--- src/rtl/wdk_pkg.sv ---
package wdk_pkg;
    localparam int ADDR_W = 5;
    localparam int DATA_W = 32;

    localparam logic [ADDR_W-1:0] OFF_REV    = 5'h00;
    localparam logic [ADDR_W-1:0] OFF_SYSCFG = 5'h04;
    localparam logic [ADDR_W-1:0] OFF_CTRL   = 5'h08;
    localparam logic [ADDR_W-1:0] OFF_COUNT  = 5'h0C;
    localparam logic [ADDR_W-1:0] OFF_LOAD   = 5'h10;
    localparam logic [ADDR_W-1:0] OFF_TRIG   = 5'h14;
    localparam logic [ADDR_W-1:0] OFF_PEND   = 5'h18;
    localparam logic [ADDR_W-1:0] OFF_KEY    = 5'h1C;

    localparam logic [DATA_W-1:0] KEY_OFF_A = 32'h0000_AAAA;
    localparam logic [DATA_W-1:0] KEY_OFF_B = 32'h0000_5555;
    localparam logic [DATA_W-1:0] KEY_ON_A  = 32'h0000_BBBB;
    localparam logic [DATA_W-1:0] KEY_ON_B  = 32'h0000_4444;

    localparam logic [DATA_W-1:0] CTRL_MASK = 32'h0000_003C;

    localparam int N_POSTED = 4;
    localparam int P_CTRL = 0;
    localparam int P_LOAD = 1;
    localparam int P_TRIG = 2;
    localparam int P_KEY  = 3;

    typedef enum logic [1:0] {
        KEY_IDLE,
        KEY_GOT_OFF,
        KEY_GOT_ON
    } key_st_e;

    function automatic logic [ADDR_W-1:0] posted_off(input int idx);
        case (idx)
            P_CTRL:  return OFF_CTRL;
            P_LOAD:  return OFF_LOAD;
            P_TRIG:  return OFF_TRIG;
            default: return OFF_KEY;
        endcase
    endfunction

    // status bit positions are software-visible and fixed
    function automatic int pend_bit(input int idx);
        case (idx)
            P_CTRL:  return 0;
            P_LOAD:  return 2;
            P_TRIG:  return 3;
            default: return 4;
        endcase
    endfunction
endpackage

--- src/rtl/wdk_posted.sv ---
module wdk_posted #(
    parameter int DW         = 32,
    parameter int SYNC_TICKS = 4
) (
    input  logic          clk,
    input  logic          rst_n,
    input  logic          wr,
    input  logic [DW-1:0] din,
    input  logic          tick,
    output logic          busy,
    output logic          commit,
    output logic [DW-1:0] dout
);
    localparam int CW = $clog2(SYNC_TICKS + 1);
    localparam logic [CW-1:0] LAST = CW'(SYNC_TICKS - 1);

    typedef struct packed {
        logic          busy;
        logic [CW-1:0] cnt;
        logic [DW-1:0] data;
    } st_t;

    st_t st_q, st_d;

    assign commit = st_q.busy && tick && (st_q.cnt == LAST);
    assign busy   = st_q.busy;
    assign dout   = st_q.data;

    always_comb begin
        st_d = st_q;
        if (!st_q.busy) begin
            if (wr) begin
                st_d.busy = 1'b1;
                st_d.cnt  = '0;
                st_d.data = din;
            end
        end else if (tick) begin
            if (st_q.cnt == LAST) begin
                st_d.busy = 1'b0;
                st_d.cnt  = '0;
            end else begin
                st_d.cnt = st_q.cnt + 1'b1;
            end
        end
    end

    always_ff @(posedge clk or negedge rst_n) begin
        if (!rst_n) st_q <= '0;
        else        st_q <= st_d;
    end

    assert_pend_hold_R5: assert property (@(posedge clk) disable iff (!rst_n)
        (busy && !tick) |=> busy);
    assert_pend_drop_R5: assert property (@(posedge clk) disable iff (!rst_n)
        (busy && !commit) |=> $stable(dout));
endmodule

--- src/rtl/wdk_prescale.sv ---
module wdk_prescale #(
    parameter int PTV_W = 3
) (
    input  logic             clk,
    input  logic             rst_n,
    input  logic             run,
    input  logic             clr,
    input  logic             en,
    input  logic [PTV_W-1:0] ptv,
    output logic             fire
);
    localparam int PRE_W = (1 << PTV_W) - 1;
    localparam int MW    = PRE_W + 1;

    logic [PRE_W-1:0] pre_q, pre_d;
    logic [MW-1:0]    mask;

    always_comb begin
        mask  = ({{PRE_W{1'b0}}, 1'b1} << ptv) - 1'b1;
        fire  = run && (!en || (pre_q >= mask[PRE_W-1:0]));
        pre_d = pre_q;
        if (clr || !en)  pre_d = '0;
        else if (fire)   pre_d = '0;
        else if (run)    pre_d = pre_q + 1'b1;
    end

    always_ff @(posedge clk or negedge rst_n) begin
        if (!rst_n) pre_q <= '0;
        else        pre_q <= pre_d;
    end

    assert_div_wrap_R4: assert property (@(posedge clk) disable iff (!rst_n)
        fire |=> (pre_q == '0));
    assert_div_idle_R4: assert property (@(posedge clk) disable iff (!rst_n)
        (!run && !clr && en) |=> $stable(pre_q));
endmodule

--- src/rtl/wdk_keycheck.sv ---
module wdk_keycheck
    import wdk_pkg::*;
(
    input  logic              clk,
    input  logic              rst_n,
    input  logic              commit,
    input  logic [DATA_W-1:0] word,
    output logic              armed
);
    typedef struct packed {
        key_st_e st;
        logic    armed;
    } ks_t;

    ks_t ks_q, ks_d;

    assign armed = ks_q.armed;

    always_comb begin
        ks_d = ks_q;
        if (commit) begin
            if (ks_q.st == KEY_GOT_OFF && word == KEY_OFF_B) begin
                ks_d.armed = 1'b0;
                ks_d.st    = KEY_IDLE;
            end else if (ks_q.st == KEY_GOT_ON && word == KEY_ON_B) begin
                ks_d.armed = 1'b1;
                ks_d.st    = KEY_IDLE;
            end else if (word == KEY_OFF_A) begin
                ks_d.st = KEY_GOT_OFF;
            end else if (word == KEY_ON_A) begin
                ks_d.st = KEY_GOT_ON;
            end else begin
                ks_d.st = KEY_IDLE;
            end
        end
    end

    always_ff @(posedge clk or negedge rst_n) begin
        if (!rst_n) ks_q <= '{st: KEY_IDLE, armed: 1'b1};
        else        ks_q <= ks_d;
    end

    assert_arm_pair_R8: assert property (@(posedge clk) disable iff (!rst_n)
        $rose(armed) |-> ($past(commit) && $past(word) == KEY_ON_B));
    assert_disarm_pair_R7: assert property (@(posedge clk) disable iff (!rst_n)
        $fell(armed) |-> ($past(commit) && $past(word) == KEY_OFF_B));
endmodule

--- src/rtl/wdk_top.sv ---
module wdk_top
    import wdk_pkg::*;
#(
    parameter int                SYNC_TICKS = 4,
    parameter int                PTV_W      = 3,
    parameter logic [DATA_W-1:0] LOAD_INIT  = 32'hFFFF_FFF0,
    parameter logic [7:0]        REV_CODE   = 8'h21
) (
    input  logic              clk,
    input  logic              rst_n,
    input  logic              tick_en,
    input  logic              bus_sel,
    input  logic              bus_we,
    input  logic [ADDR_W-1:0] bus_addr,
    input  logic [DATA_W-1:0] bus_wdata,
    output logic [DATA_W-1:0] bus_rdata,
    output logic              rst_req
);
    localparam int PTV_LO = 2;
    localparam int PEN_B  = PTV_LO + PTV_W;

    typedef struct packed {
        logic [DATA_W-1:0] cnt;
        logic [DATA_W-1:0] load;
        logic [DATA_W-1:0] trig;
        logic [DATA_W-1:0] ctrl;
        logic              syscfg;
        logic              rst_req;
    } top_t;

    top_t cur_q, nxt_d;

    logic [N_POSTED-1:0] p_busy, p_commit;
    logic [DATA_W-1:0]   p_data [N_POSTED];
    logic [DATA_W-1:0]   pend;
    logic                armed, step, reload;

    for (genvar gi = 0; gi < N_POSTED; gi++) begin : g_post
        wdk_posted #(.DW(DATA_W), .SYNC_TICKS(SYNC_TICKS)) u_post (
            .clk    (clk),
            .rst_n  (rst_n),
            .wr     (bus_sel && bus_we && bus_addr == posted_off(gi)),
            .din    (bus_wdata),
            .tick   (tick_en),
            .busy   (p_busy[gi]),
            .commit (p_commit[gi]),
            .dout   (p_data[gi])
        );
    end

    wdk_keycheck u_key (
        .clk    (clk),
        .rst_n  (rst_n),
        .commit (p_commit[P_KEY]),
        .word   (p_data[P_KEY]),
        .armed  (armed)
    );

    assign reload = p_commit[P_TRIG] && (p_data[P_TRIG] != cur_q.trig);

    wdk_prescale #(.PTV_W(PTV_W)) u_pre (
        .clk   (clk),
        .rst_n (rst_n),
        .run   (tick_en && armed),
        .clr   (reload),
        .en    (cur_q.ctrl[PEN_B]),
        .ptv   (cur_q.ctrl[PEN_B-1:PTV_LO]),
        .fire  (step)
    );

    always_comb begin
        pend = '0;
        for (int i = 0; i < N_POSTED; i++) pend[pend_bit(i)] = p_busy[i];
    end

    always_comb begin
        nxt_d = cur_q;
        nxt_d.rst_req = 1'b0;
        if (bus_sel && bus_we && bus_addr == OFF_SYSCFG) nxt_d.syscfg = bus_wdata[0];
        if (p_commit[P_CTRL]) nxt_d.ctrl = p_data[P_CTRL];
        if (p_commit[P_LOAD]) nxt_d.load = p_data[P_LOAD];
        if (p_commit[P_TRIG]) nxt_d.trig = p_data[P_TRIG];
        if (reload) begin
            nxt_d.cnt = cur_q.load;
        end else if (step) begin
            if (&cur_q.cnt) begin
                nxt_d.cnt     = cur_q.load;
                nxt_d.rst_req = 1'b1;
            end else begin
                nxt_d.cnt = cur_q.cnt + 1'b1;
            end
        end
    end

    always_ff @(posedge clk or negedge rst_n) begin
        if (!rst_n) begin
            cur_q <= '{cnt: LOAD_INIT, load: LOAD_INIT, trig: '0, ctrl: '0,
                       syscfg: 1'b0, rst_req: 1'b0};
        end else begin
            cur_q <= nxt_d;
        end
    end

    always_comb begin
        case (bus_addr)
            OFF_REV:    bus_rdata = {{(DATA_W-8){1'b0}}, REV_CODE};
            OFF_SYSCFG: bus_rdata = {{(DATA_W-1){1'b0}}, cur_q.syscfg};
            OFF_CTRL:   bus_rdata = cur_q.ctrl & CTRL_MASK;
            OFF_COUNT:  bus_rdata = cur_q.cnt;
            OFF_LOAD:   bus_rdata = cur_q.load;
            OFF_TRIG:   bus_rdata = cur_q.trig;
            OFF_PEND:   bus_rdata = pend;
            OFF_KEY:    bus_rdata = p_data[P_KEY];
            default:    bus_rdata = '0;
        endcase
    end

    assign rst_req = cur_q.rst_req;

    assert_req_pulse_R3: assert property (@(posedge clk) disable iff (!rst_n)
        rst_req |=> !rst_req);
    assert_req_reload_R3: assert property (@(posedge clk) disable iff (!rst_n)
        rst_req |-> (cur_q.cnt == $past(cur_q.load)));
    assert_hold_disarmed_R7: assert property (@(posedge clk) disable iff (!rst_n)
        (!armed && !reload) |=> $stable(cur_q.cnt));
    assert_no_req_disarmed_R7: assert property (@(posedge clk) disable iff (!rst_n)
        !armed |=> !rst_req);
    assert_trig_reload_R6: assert property (@(posedge clk) disable iff (!rst_n)
        reload |=> (cur_q.cnt == $past(cur_q.load)));
endmodule

--- config.mk ---
export PLATFORM = sky130hd
export DESIGN_NAME = wdk_top
export DESIGN_NICKNAME = d
export VERILOG_FILES = /design/src/rtl/wdk_pkg.sv /design/src/rtl/wdk_posted.sv /design/src/rtl/wdk_prescale.sv /design/src/rtl/wdk_keycheck.sv /design/src/rtl/wdk_top.sv
export SDC_FILE = /design/constraint.sdc
export NUM_CORES = 1
export LEC_CHECK = 0
export ABC_AREA = 1
export BUFFER_PORTS_ARGS = -buffer_cell sky130_fd_sc_hd__buf_2
export CAP_MARGIN = 10
export CORE_MARGIN = 4
export CORE_UTILIZATION = 66
export CTS_CLUSTER_SIZE = 28
export DETAILED_ROUTE_END_ITERATION = 8
export HOLD_SLACK_MARGIN = 0.02
export PLACE_DENSITY = 0.92
export SKIP_LAST_GASP = 1
export SYNTH_ARGS = -nofsm -noshare
export SYNTH_HDL_FRONTEND = slang
export SYNTH_SLANG_ARGS = --single-unit
--- constraint.sdc ---
create_clock -name clk -period 3.95 [get_ports clk]
set_input_delay 0.1975 -clock clk [delete_from_list [all_inputs] [get_ports clk]]
set_output_delay 0.1975 -clock clk [all_outputs]
set_load 0.005 [all_outputs]
==> flow_metrics.env, run 1 <==
export IMPL_synth_xor_area_share=0.02695
export IMPL_synth_compound_area_share=0.09828
export IMPL_ys_flop_type="dfrtp_1"
export IMPL_synth_fa_ha_area_frac=0.01317
export IMPL_synth_simple_area_share=0.3172
export IMPL_setup_tns_ns=0
export IMPL_slowest_delay_ns=0.57
export IMPL_postCtsHoldBufs=29
export IMPL_synth_area_leaders="dfrtp_1 (35%), nand2_1 (20%), dfstp_2 (12%), o21ai_0 (5.7%), inv_1 (4.5%)"
export IMPL_ios=75
export IMPL_syn_nets=1724
export IMPL_grt_pass1_wl_mm=58.75
export IMPL_setup_viol=0
export IMPL_avgSynthCellArea_um2=7.399
export IMPL_worstSetupPathType="flip-flop to flip-flop"
export IMPL_ys_seq_area_frac=0.4678
export IMPL_most_common_layout_cells="nand2_1 (669), dfrtp_1 (171), inv_1 (147), o21ai_0 (141), nand3_1 (108)"
export IMPL_synth_top_family_by_area="simple AND/OR/NAND/NOR gates"
export IMPL_cp_start_kind="flip-flop"
export IMPL_clockBufferDepth=3
export IMPL_initial_utilization=0.6782
export IMPL_numPortBuffers=74
export IMPL_final_core_util=0.7651
export IMPL_track_usage=0.3566
export IMPL_htreeDepth=1
export IMPL_synthToLayoutAreaGrowth_pct=12.81
export IMPL_drt_total_wl_mm=36.84
export IMPL_dr_first_iter_drc_count=1744
export IMPL_yosysWarnings=0
export IMPL_synthesis_area_um2=12350
export IMPL_antenna_found_initial=1
export IMPL_cp_required_ns=4.38
export IMPL_p_total_w=0.007205
export IMPL_drv_cap=0
export IMPL_path_max_fanout=70
export IMPL_startpoint="g_post[2].u_post.dout[14]$_DFFE_PN0P_"
export IMPL_root_buffer="clkbuf_16"
export IMPL_hold_path_startpoint="bus_addr[0]"
export IMPL_post_cts_resized=0
export IMPL_cts_buffers_inserted=24
export IMPL_dpl_cell_area_um2=12780
export IMPL_drt_pass1_iter_count=6
export IMPL_nets=1796
export IMPL_multi_input_area_um2=5652
export IMPL_synth_seq_cells=228
export IMPL_final_layout_size_suffix_gt1_frac=0.1256
export IMPL_status="completed"
export IMPL_final_max_slew_viol_count=0
export IMPL_clk_insertion_delay_late_ns=0.54
export IMPL_clkSlewWorstSetupHoldPaths_ns=0.06
export IMPL_finClkSkew_ns=0.02220
export IMPL_timing_rr_start="g_post[2].u_post.dout[14]$_DFFE_PN0P_"
export IMPL_place_congestion=0.9465
export IMPL_min_period_over_period=0.6805
export IMPL_vias_per_cell=6.027
export IMPL_holdCritPathClass="primary input to flip-flop"
export IMPL_synth_top_area_share=0.3465
export IMPL_die_x_um=144.8
export IMPL_path_cells="xnor2_1 -> nand2_1 -> nor2_1 -> nand2_1 -> nor2_1 -> nand2_1 -> buf_4 -> nand2_2 -> buf_4 -> nand2_1 -> nor3_1"
export IMPL_place_hpwl_mm=24.48
export IMPL_cpMostUsedCell="nand2_1"
export IMPL_cts_tree="built"
export IMPL_syn_inst=1669
export IMPL_grt_max_degree=124
export IMPL_synthMuxAreaShare=0.0008105
export IMPL_endpoint_kind="flip-flop"
export IMPL_leakagePower_nw=6.840
export IMPL_grt_pass1_vias=11200
export IMPL_design_area_um2=13930
export IMPL_die_area_um2=20960
export IMPL_slowest_stage="buf_4"
export IMPL_fmax_mhz=372.0
export IMPL_fp_dieH_um=144.8
export IMPL_async_reset_ff_frac=1.000
export IMPL_ant_nets=0
export IMPL_synth_top_area_cell="dfrtp_1"
export IMPL_rows=49
export IMPL_clkSinkCount=228
export IMPL_hold_viol_final=0
export IMPL_rsz0062_at_grt="false"
export IMPL_cts_setup_buffers=0
export IMPL_max_vdd_ir_drop_mv=0.4484
export IMPL_worst_slew_pin_slew_ns=1.088
export IMPL_critPathTopFamily="simple AND/OR/NAND/NOR gates"
export IMPL_core_um2=18210
export IMPL_ys_types=45
export IMPL_synth_edf_count=0
export IMPL_drc_errors=0
export IMPL_dr_total_vias=11980
export IMPL_slew_headroom=0.2718
export IMPL_crit_buf_inv=2
export IMPL_arrival_ns=3.12
export IMPL_seq_area_um2=5777
export IMPL_antenna_cells=0
export IMPL_p_per_area_nw_per_um2=517.2
export IMPL_wl_per_cell_um=18.53
export IMPL_min_period_ns=2.688
export IMPL_grt_overflow=0
export IMPL_fillCellCount=1273
export IMPL_final_common_cell="nand2_1"
export IMPL_reg2reg_slack_ns=1.26
Yosys cell counts (all sizes together) (3+ instances only):
cell / number
nand3: 109
o211ai: 4
a21oi: 14
nor4: 4
nand4: 20
nor3: 18
ha: 13
o2111ai: 18
nand3b: 3
dfrtp: 171
a221oi: 10
xor2: 12
inv: 154
o22ai: 4
o21ai: 156
buf: 24
clkbuf: 46
xnor2: 26
nor2: 107
dfstp: 57
nand2: 684
power by group:
group / internal (W) / switching, W / total [W]
sequential: 0.00286 / 0.000474 / 0.00333
clock: 0.00144 / 0.000992 / 0.00243
combinational: 0.000509 / 0.000936 / 0.00145
layer usage:
layer  GRT usage  up-vias  part of all wire
met1      0.5076     5605              0.39
li1            -     5478                 -
met5           0        -           0.00038
met2      0.5451      784              0.46
met3     0.07756      112              0.12
met4      0.1276        2             0.041
tightest hold or removal path, cell delays in order:
cell     delay [ns]
buf_2          0.10
nor2_4         0.05
nand4_1        0.10
o21ai_0        0.08
state kept, by name, indices dropped and copies added, names as in the netlist:
register and count:
u_key.ks_q 2, u_key.armed 1, g_post.u_post.busy 4, g_post.u_post.dout 100, rst_req 1, cur_q 101
g_post.u_post.st_q 12, u_pre.pre_q 7
area by class of cell:
cell class | count | area share
well taps | 229 | 0.02057
flip-flops and latches | 228 | 0.4147
clock inverters | 13 | 0.01248
repair buffers | 116 | 0.05515
multi-input cells | 1216 | 0.4057
inverters | 155 | 0.04212
clock buffers | 31 | 0.04931
through the flow:
step           cells  hold WS [ns]  setup WS [ns]
2_1_floorplan   1669      -0.09809          1.947
3_3_place_gp    1915        0.3593          1.388
3_5_place_dp    1915        0.3538          1.385
4_1_cts         1988       0.02980          1.380
5_1_grt         1988       0.04353          1.036
6_report        1988       0.03569          1.262
worst paths after layout:
check	end	cells after the start
max in group asynchronous	cur_q[96]$_DFFE_PN1P_	3
worst max register to register	u_pre.pre_q[1]$_DFFE_PN0P_	11
min in group asynchronous	g_post[3].u_post.st_q[33]$_DFFE_PN0P_	2
worst min register to register	cur_q[7]$_DFFE_PN0P_	2
worst min-delay path	cur_q[1]$_DFFE_PN0P_	4
worst max-delay path	u_pre.pre_q[1]$_DFFE_PN0P_	11
logic make-up (layout without fill, tap and decap cells):
family / after synthesis / in the layout
and+or+nand+nor: 950 / 950
DFF: 228 / 228
muxes: 1 / 1
AOI/OAI and AO/OA: 214 / 214
xor gates and xnor gates: 38 / 38
buffers and inverters: 225 / 315
adders and majority gates: 13 / 13
Power figures use the tool's default switching activity.
==> run 2: changes to the inputs <==
--- a/config.mk
+++ b/config.mk
@@ -9,11 +9,11 @@
 export BUFFER_PORTS_ARGS = -buffer_cell sky130_fd_sc_hd__buf_2
 export CAP_MARGIN = 10
 export CORE_MARGIN = 4
-export CORE_UTILIZATION = 66
+export CORE_UTILIZATION = 62
 export CTS_CLUSTER_SIZE = 28
 export DETAILED_ROUTE_END_ITERATION = 8
 export HOLD_SLACK_MARGIN = 0.02
-export PLACE_DENSITY = 0.92
+export PLACE_DENSITY = 0.87
 export SKIP_LAST_GASP = 1
 export SYNTH_ARGS = -nofsm -noshare
 export SYNTH_HDL_FRONTEND = slang
==> constraint.sdc (replaced) <==
create_clock -name clk -period 2.6 [get_ports clk]
set_input_delay 0.13 -clock clk [delete_from_list [all_inputs] [get_ports clk]]
set_output_delay 0.13 -clock clk [all_outputs]
set_load 0.005 [all_outputs]
==> flow_metrics.env, run 2 (synthesis results as in run 1) <==
export IMPL_min_period_over_period=0.9616
export IMPL_holdCritPathClass="primary input to flip-flop"
export IMPL_grt_overflow=0
export IMPL_wl_per_cell_um=17.80
export IMPL_status="completed"
export IMPL_endpoint_kind="flip-flop"
export IMPL_p_per_area_nw_per_um2=780.4
export IMPL_grt_pass1_vias=11260
export IMPL_setup_tns_ns=0
export IMPL_drt_total_wl_mm=36.36
export IMPL_nets=1814
export IMPL_place_ws_ns=0.3059
export IMPL_die_area_um2=22240
export IMPL_ios=75
export IMPL_cts_setup_buffers=0
export IMPL_rows=51
export IMPL_slew_headroom=0.4522
export IMPL_rsz0062_at_grt="false"
export IMPL_arrival_ns=2.92
export IMPL_vias_per_cell=5.916
export IMPL_finClkSkew_ns=0.01572
export IMPL_antenna_found_initial=0
export IMPL_htreeDepth=1
export IMPL_path_max_fanout=7
export IMPL_dr_total_vias=12090
export IMPL_setup_ws_ns=0.09982
export IMPL_synthToLayoutAreaGrowth_pct=14.88
export IMPL_hold_viol_final=0
export IMPL_most_common_layout_cells="nand2_1 (669), dfrtp_1 (171), inv_1 (147), o21ai_0 (141), nand3_1 (108)"
export IMPL_initial_utilization=0.6324
export IMPL_final_layout_size_suffix_gt1_frac=0.1277
export IMPL_die_x_um=149.1
export IMPL_place_congestion=0.9996
export IMPL_setup_viol=0
export IMPL_drt_pass1_iter_count=8
export IMPL_clkSinkCount=228
export IMPL_leakagePower_nw=6.927
export IMPL_worstSetupPathType="primary input to flip-flop"
export IMPL_dr_first_iter_drc_count=1457
export IMPL_final_core_util=0.7266
export IMPL_cts_buffers_inserted=25
export IMPL_grt_max_degree=92
export IMPL_antenna_cells=0
export IMPL_grt_pass1_wl_mm=58.71
export IMPL_design_area_um2=14190
export IMPL_ant_nets=0
export IMPL_worst_slew_pin_slew_ns=0.8207
export IMPL_clkSlewWorstSetupHoldPaths_ns=0.06
export IMPL_numPortBuffers=74
export IMPL_cp_start_kind="primary input"
export IMPL_min_period_ns=2.500
export IMPL_top_register="cur_q"
export IMPL_core_um2=19530
export IMPL_fp_dieH_um=149.1
export IMPL_drv_cap=0
export IMPL_fmax_mhz=400.0
export IMPL_drc_errors=0
export IMPL_final_max_slew_viol_count=0
export IMPL_place_hpwl_mm=24.61
export IMPL_dpl_cell_area_um2=12920
export IMPL_cp_required_ns=3.02
export IMPL_clockBufferDepth=3
export IMPL_largest_register_ff_count=101
export IMPL_final_common_cell="nand2_1"
export IMPL_clk_insertion_delay_late_ns=0.55
export IMPL_track_usage=0.3299
export IMPL_cts_tree="built"
export IMPL_root_buffer="clkbuf_16"
export IMPL_max_vdd_ir_drop_mv=0.5791
run 2: changes by cell type in the layout (fill, tap and decap cells not counted):
| cell | previous run | this run |
|---|---|---|
| dlygate4sd3_1 | 29 | 38 |
| buf_4 | 13 | 18 |
| clkbuf_1 | 1 | 5 |
| buf_12 | 0 | 3 |
| clkinv_2 | 5 | 2 |
| clkbuf_8 | 6 | 4 |
| clkinv_4 | 3 | 1 |
| clkinvlp_4 | 1 | 3 |
| bufinv_16 | 3 | 4 |
| clkbuf_16 | 24 | 25 |
| clkinv_16 | 1 | 0 |
| inv_16 | 0 | 1 |
| inv_6 | 0 | 1 |
run 2: worst paths after layout:
kind / slack (ns) / startpoint / cells past startpoint / to
min: 0.07 / bus_addr[4] / 5 / g_post[1].u_post.busy$_DFF_PN0_
max reg2reg: 0.30 / cur_q[5]$_DFFE_PN0P_ / 12 / u_pre.pre_q[5]$_DFFE_PN0P_
max: 0.1 / bus_addr[0] / 9 / cur_q[1]$_DFFE_PN0P_
max in group asynchronous: 1.58 / rst_n / 3 / cur_q[113]$_DFFE_PN1P_
min reg2reg: 0.48 / g_post[2].u_post.st_q[32]$_DFFE_PN0P_ / 1 / g_post[2].u_post.st_q[32]$_DFFE_PN0P_
min in group asynchronous: 0.17 / rst_n / 2 / g_post[2].u_post.st_q[34]$_DFFE_PN0P_
run 2: timing repair:
item / in CTS / in global routing
hold buffers: 38 / 0
hold endpoints to repair: 166 / 0
resized for setup: 0 / 0
run 2: report_power, final:
part / switching [W] / internal (W) / leakage [nW]
Sequential: 0.000710 / 0.00434 / 2.86
Clock: 0.00151 / 0.00230 / 0.423
Combinational: 0.00141 / 0.000799 / 3.64
Total: 0.00363 / 0.00744 / 6.93
run 2: stage by stage:
stage	instances	hold slack [ns]	power [W]
global route	2043	0.09151	0.01160
floorplan	1669	-0.1656	0.006347
CTS	2043	0.05276	0.01102
finish	2043	0.06592	0.01107
detailed placement	1959	0.1801	0.007148
global placement	1959	0.1786	0.006985
run 2: worst max-delay path: stages:
cell	delay [ns]
dlygate4sd3_1	0.53
buf_2	0.13
nor2_4	0.16
dlygate4sd3_1	0.59
nand4_1	0.09
dlygate4sd3_1	0.58
nand2_1	0.06
o21ai_0	0.06
dlygate4sd3_1	0.57
run 2: routing by layer:
| layer | vias to the layer above | part of all wire | GRT usage |
|---|---|---|---|
| met5 | - | 0 | 0 |
| met4 | 0 | 0.045 | 0.1318 |
| met3 | 122 | 0.11 | 0.06290 |
| met2 | 800 | 0.45 | 0.5046 |
| met1 | 5638 | 0.39 | 0.4689 |
| li1 | 5526 | - | - |
run 2: final cells by class:
class,count,area (um2)
flip-flops and latches,228,5777
multi-input cells,1216,5652
clock buffers,34,699.4
clock inverters,12,185.2
fillers,1447,5339
repair buffers,133,955.9
inverters,155,586.8
well taps,265,331.6
==> run 3: changes to the inputs <==
--- a/config.mk
+++ b/config.mk
@@ -8,12 +8,14 @@
 export ABC_AREA = 1
 export BUFFER_PORTS_ARGS = -buffer_cell sky130_fd_sc_hd__buf_2
 export CAP_MARGIN = 10
+export CORE_ASPECT_RATIO = 1.5
 export CORE_MARGIN = 4
 export CORE_UTILIZATION = 62
 export CTS_CLUSTER_SIZE = 28
 export DETAILED_ROUTE_END_ITERATION = 8
+export GPL_TIMING_DRIVEN = 0
 export HOLD_SLACK_MARGIN = 0.02
-export PLACE_DENSITY = 0.87
+export PLACE_DENSITY_LB_ADDON = 0.2
 export SKIP_LAST_GASP = 1
 export SYNTH_ARGS = -nofsm -noshare
 export SYNTH_HDL_FRONTEND = slang
==> flow_metrics.env, run 3 (synthesis results as in run 1) <==
export IMPL_status="completed"
export IMPL_p_int_w=0.007073
export IMPL_whs_ns=0.03646
export IMPL_htreeDepth=1
export IMPL_clkSinkCount=228
export IMPL_grt_pass1_vias=11530
export IMPL_die_x_um=123.2
export IMPL_drv_cap=0
export IMPL_dr_total_vias=11770
export IMPL_final_common_cell="nand2_1"
export IMPL_crit_buf_inv=5
export IMPL_clk_insertion_delay_late_ns=0.52
export IMPL_die_area_um2=22290
export IMPL_timing_rr_start="cur_q[5]$_DFFE_PN0P_"
export IMPL_nets=1858
export IMPL_fp_dieH_um=180.9
export IMPL_grt_pass1_wl_mm=59.36
export IMPL_drc_errors=0
export IMPL_r2r_end="cur_q[108]$_DFFE_PN1P_"
export IMPL_max_vdd_ir_drop_mv=0.6706
export IMPL_rows=63
export IMPL_min_to="g_post[3].u_post.dout[3]$_DFFE_PN0P_"
export IMPL_numPortBuffers=73
export IMPL_cpMostUsedCell="buf_2"
export IMPL_fin_cells=2080
export IMPL_final_core_util=0.7207
export IMPL_worst_slew_pin_slew_ns=0.8138
export IMPL_final_max_slew_viol_count=0
export IMPL_slowest_delay_ns=0.50
export IMPL_p_per_area_nw_per_um2=745.3
export IMPL_hold_viol_final=0
export IMPL_arrival_ns=2.37
export IMPL_worstSetupPathType="primary input to output port"
export IMPL_top_register="cur_q"
export IMPL_cp_start_kind="primary input"
export IMPL_whs_path_depth=3
export IMPL_p_total_w=0.01059
export IMPL_slowest_stage="nor3_2"
export IMPL_rsz0062_at_grt="true"
export IMPL_synthToLayoutAreaGrowth_pct=15.01
export IMPL_min_period_ns=2.500
export IMPL_holdCritPathClass="primary input to flip-flop"
export IMPL_drt_total_wl_mm=37.27
export IMPL_endpoint_kind="output port"
export IMPL_r2r_cells=10
export IMPL_core_um2=19710
export IMPL_combPwrFrac=0.209
export IMPL_wl_per_cell_um=17.92
export IMPL_power_switching_w=0.003512
export IMPL_finClkSkew_ns=0.009064
export IMPL_p_sw_frac=0.3318
export IMPL_drt_pass1_iter_count=6
export IMPL_grt_overflow=0
export IMPL_reg2reg_slack_ns=0.21
export IMPL_place_congestion=1.012
export IMPL_largest_register_ff_count=101
export IMPL_p_seq_frac=0.473
export IMPL_antenna_found_initial=0
export IMPL_dr_first_iter_drc_count=1157
export IMPL_critPathTopFamily="buffers and inverters"
export IMPL_cts_buffers_inserted=23
export IMPL_setup_viol=0
export IMPL_clkSlewWorstSetupHoldPaths_ns=0.07
export IMPL_fmax_mhz=399.9
export IMPL_clockBufferDepth=3
export IMPL_most_common_layout_cells="nand2_1 (670), dfrtp_1 (171), inv_1 (148), o21ai_0 (141), nand3_1 (108)"
export IMPL_p_clk_frac=0.318
export IMPL_root_buffer="clkbuf_16"
export IMPL_cp_required_ns=2.47
export IMPL_hold_path_startpoint="bus_wdata[3]"
export IMPL_path_cells="buf_2 -> nor2_4 -> inv_2 -> nor3_2 -> inv_1 -> clkbuf_1 -> o21ai_0 -> buf_2"
export IMPL_antenna_cells=0
export IMPL_track_usage=0.3401
export IMPL_min_period_over_period=0.9617
export IMPL_grt_max_degree=125
export IMPL_initial_utilization=0.6267
export IMPL_final_layout_size_suffix_gt1_frac=0.1247
export IMPL_leakagePower_nw=6.917
export IMPL_placed_cells=2003
export IMPL_ios=75
export IMPL_vias_per_cell=5.659
export IMPL_place_hpwl_mm=27.63
export IMPL_cts_setup_buffers=0
export IMPL_ant_nets=0
export IMPL_path_max_fanout=10
export IMPL_slew_headroom=0.4575
export IMPL_cts_tree="built"
## run 3: cell type report
cell class,instances,area [um2]
multi-input cells,1216,5644
well taps,260,325.3
repair buffers,109,753.2
flip-flops and latches,228,5777
clock inverters,14,138.9
fillers,1620,5504
clock buffers,28,624.3
plain buffers,70,352.8
inverters,155,586.8
## run 3: how the worst max path moves through the flow
stage / startpoint / end / slack (ns) / cells after the start
after floorplan: cur_q[5]$_DFFE_PN0P_ / cur_q[102]$_DFFE_PN1P_ / 0.60 / 12
after global placement: rst_n / g_post[2].u_post.dout[25]$_DFFE_PN0P_ / -2.42 / 1
after detailed placement: cur_q[5]$_DFFE_PN0P_ / cur_q[108]$_DFFE_PN1P_ / 0.04 / 12
after CTS: cur_q[5]$_DFFE_PN0P_ / cur_q[108]$_DFFE_PN1P_ / 0.03 / 12
after global routing: cur_q[5]$_DFFE_PN0P_ / cur_q[106]$_DFFE_PN1P_ / -0.004 / 12
final: bus_addr[1] / bus_rdata[7] / 0.1 / 8
## run 3: stage by stage
stage           TNS [ns]  area, um2  setup slack [ns]
3_3_place_gp     -467.16      13040            -2.420
6_report               0      14200           0.09962
3_5_place_dp           0      13080           0.03650
2_1_floorplan          0      12350            0.5968
5_1_grt        -0.004360      14200         -0.004360
4_1_cts                0      14190           0.02525
## run 3: worst min-delay path: cells and delay by family
| kind | cells | cell delay [ns] |
|---|---|---|
| buffers and inverters | 2 | 0.20 |
| AOI/OAI and AO/OA | 1 | 0.19 |
## run 3: per-layer routing
metal  vias to the layer above  GRT usage  wire length (um)
met2                       487     0.5686             18350
met4                         0     0.1654              2217
li1                       5606          -                 -
met3                       121    0.03570              2251
met1                      5556     0.4373             14450
met5                         -          0                 0
## run 3: timing repair
| item | 4_1_cts | 5_1_grt |
|---|---|---|
| endpoints found under the setup margin | 0 | 20 |
| hold buffers | 35 | 0 |
| gates resized for setup | 0 | 8 |
| hold endpoints to repair | 176 | 0 |
## run 3: power by group through the flow
stage / combinational, W / clock [W] / sequential, W
2_1_floorplan: 0.00152 / 0 / 0.00483
3_3_place_gp: 0.00201 / 0 / 0.00499
3_5_place_dp: 0.00211 / 0 / 0.00503
4_1_cts: 0.00218 / 0.00338 / 0.00498
5_1_grt: 0.00252 / 0.00353 / 0.00508
6_report: 0.00221 / 0.00337 / 0.00501
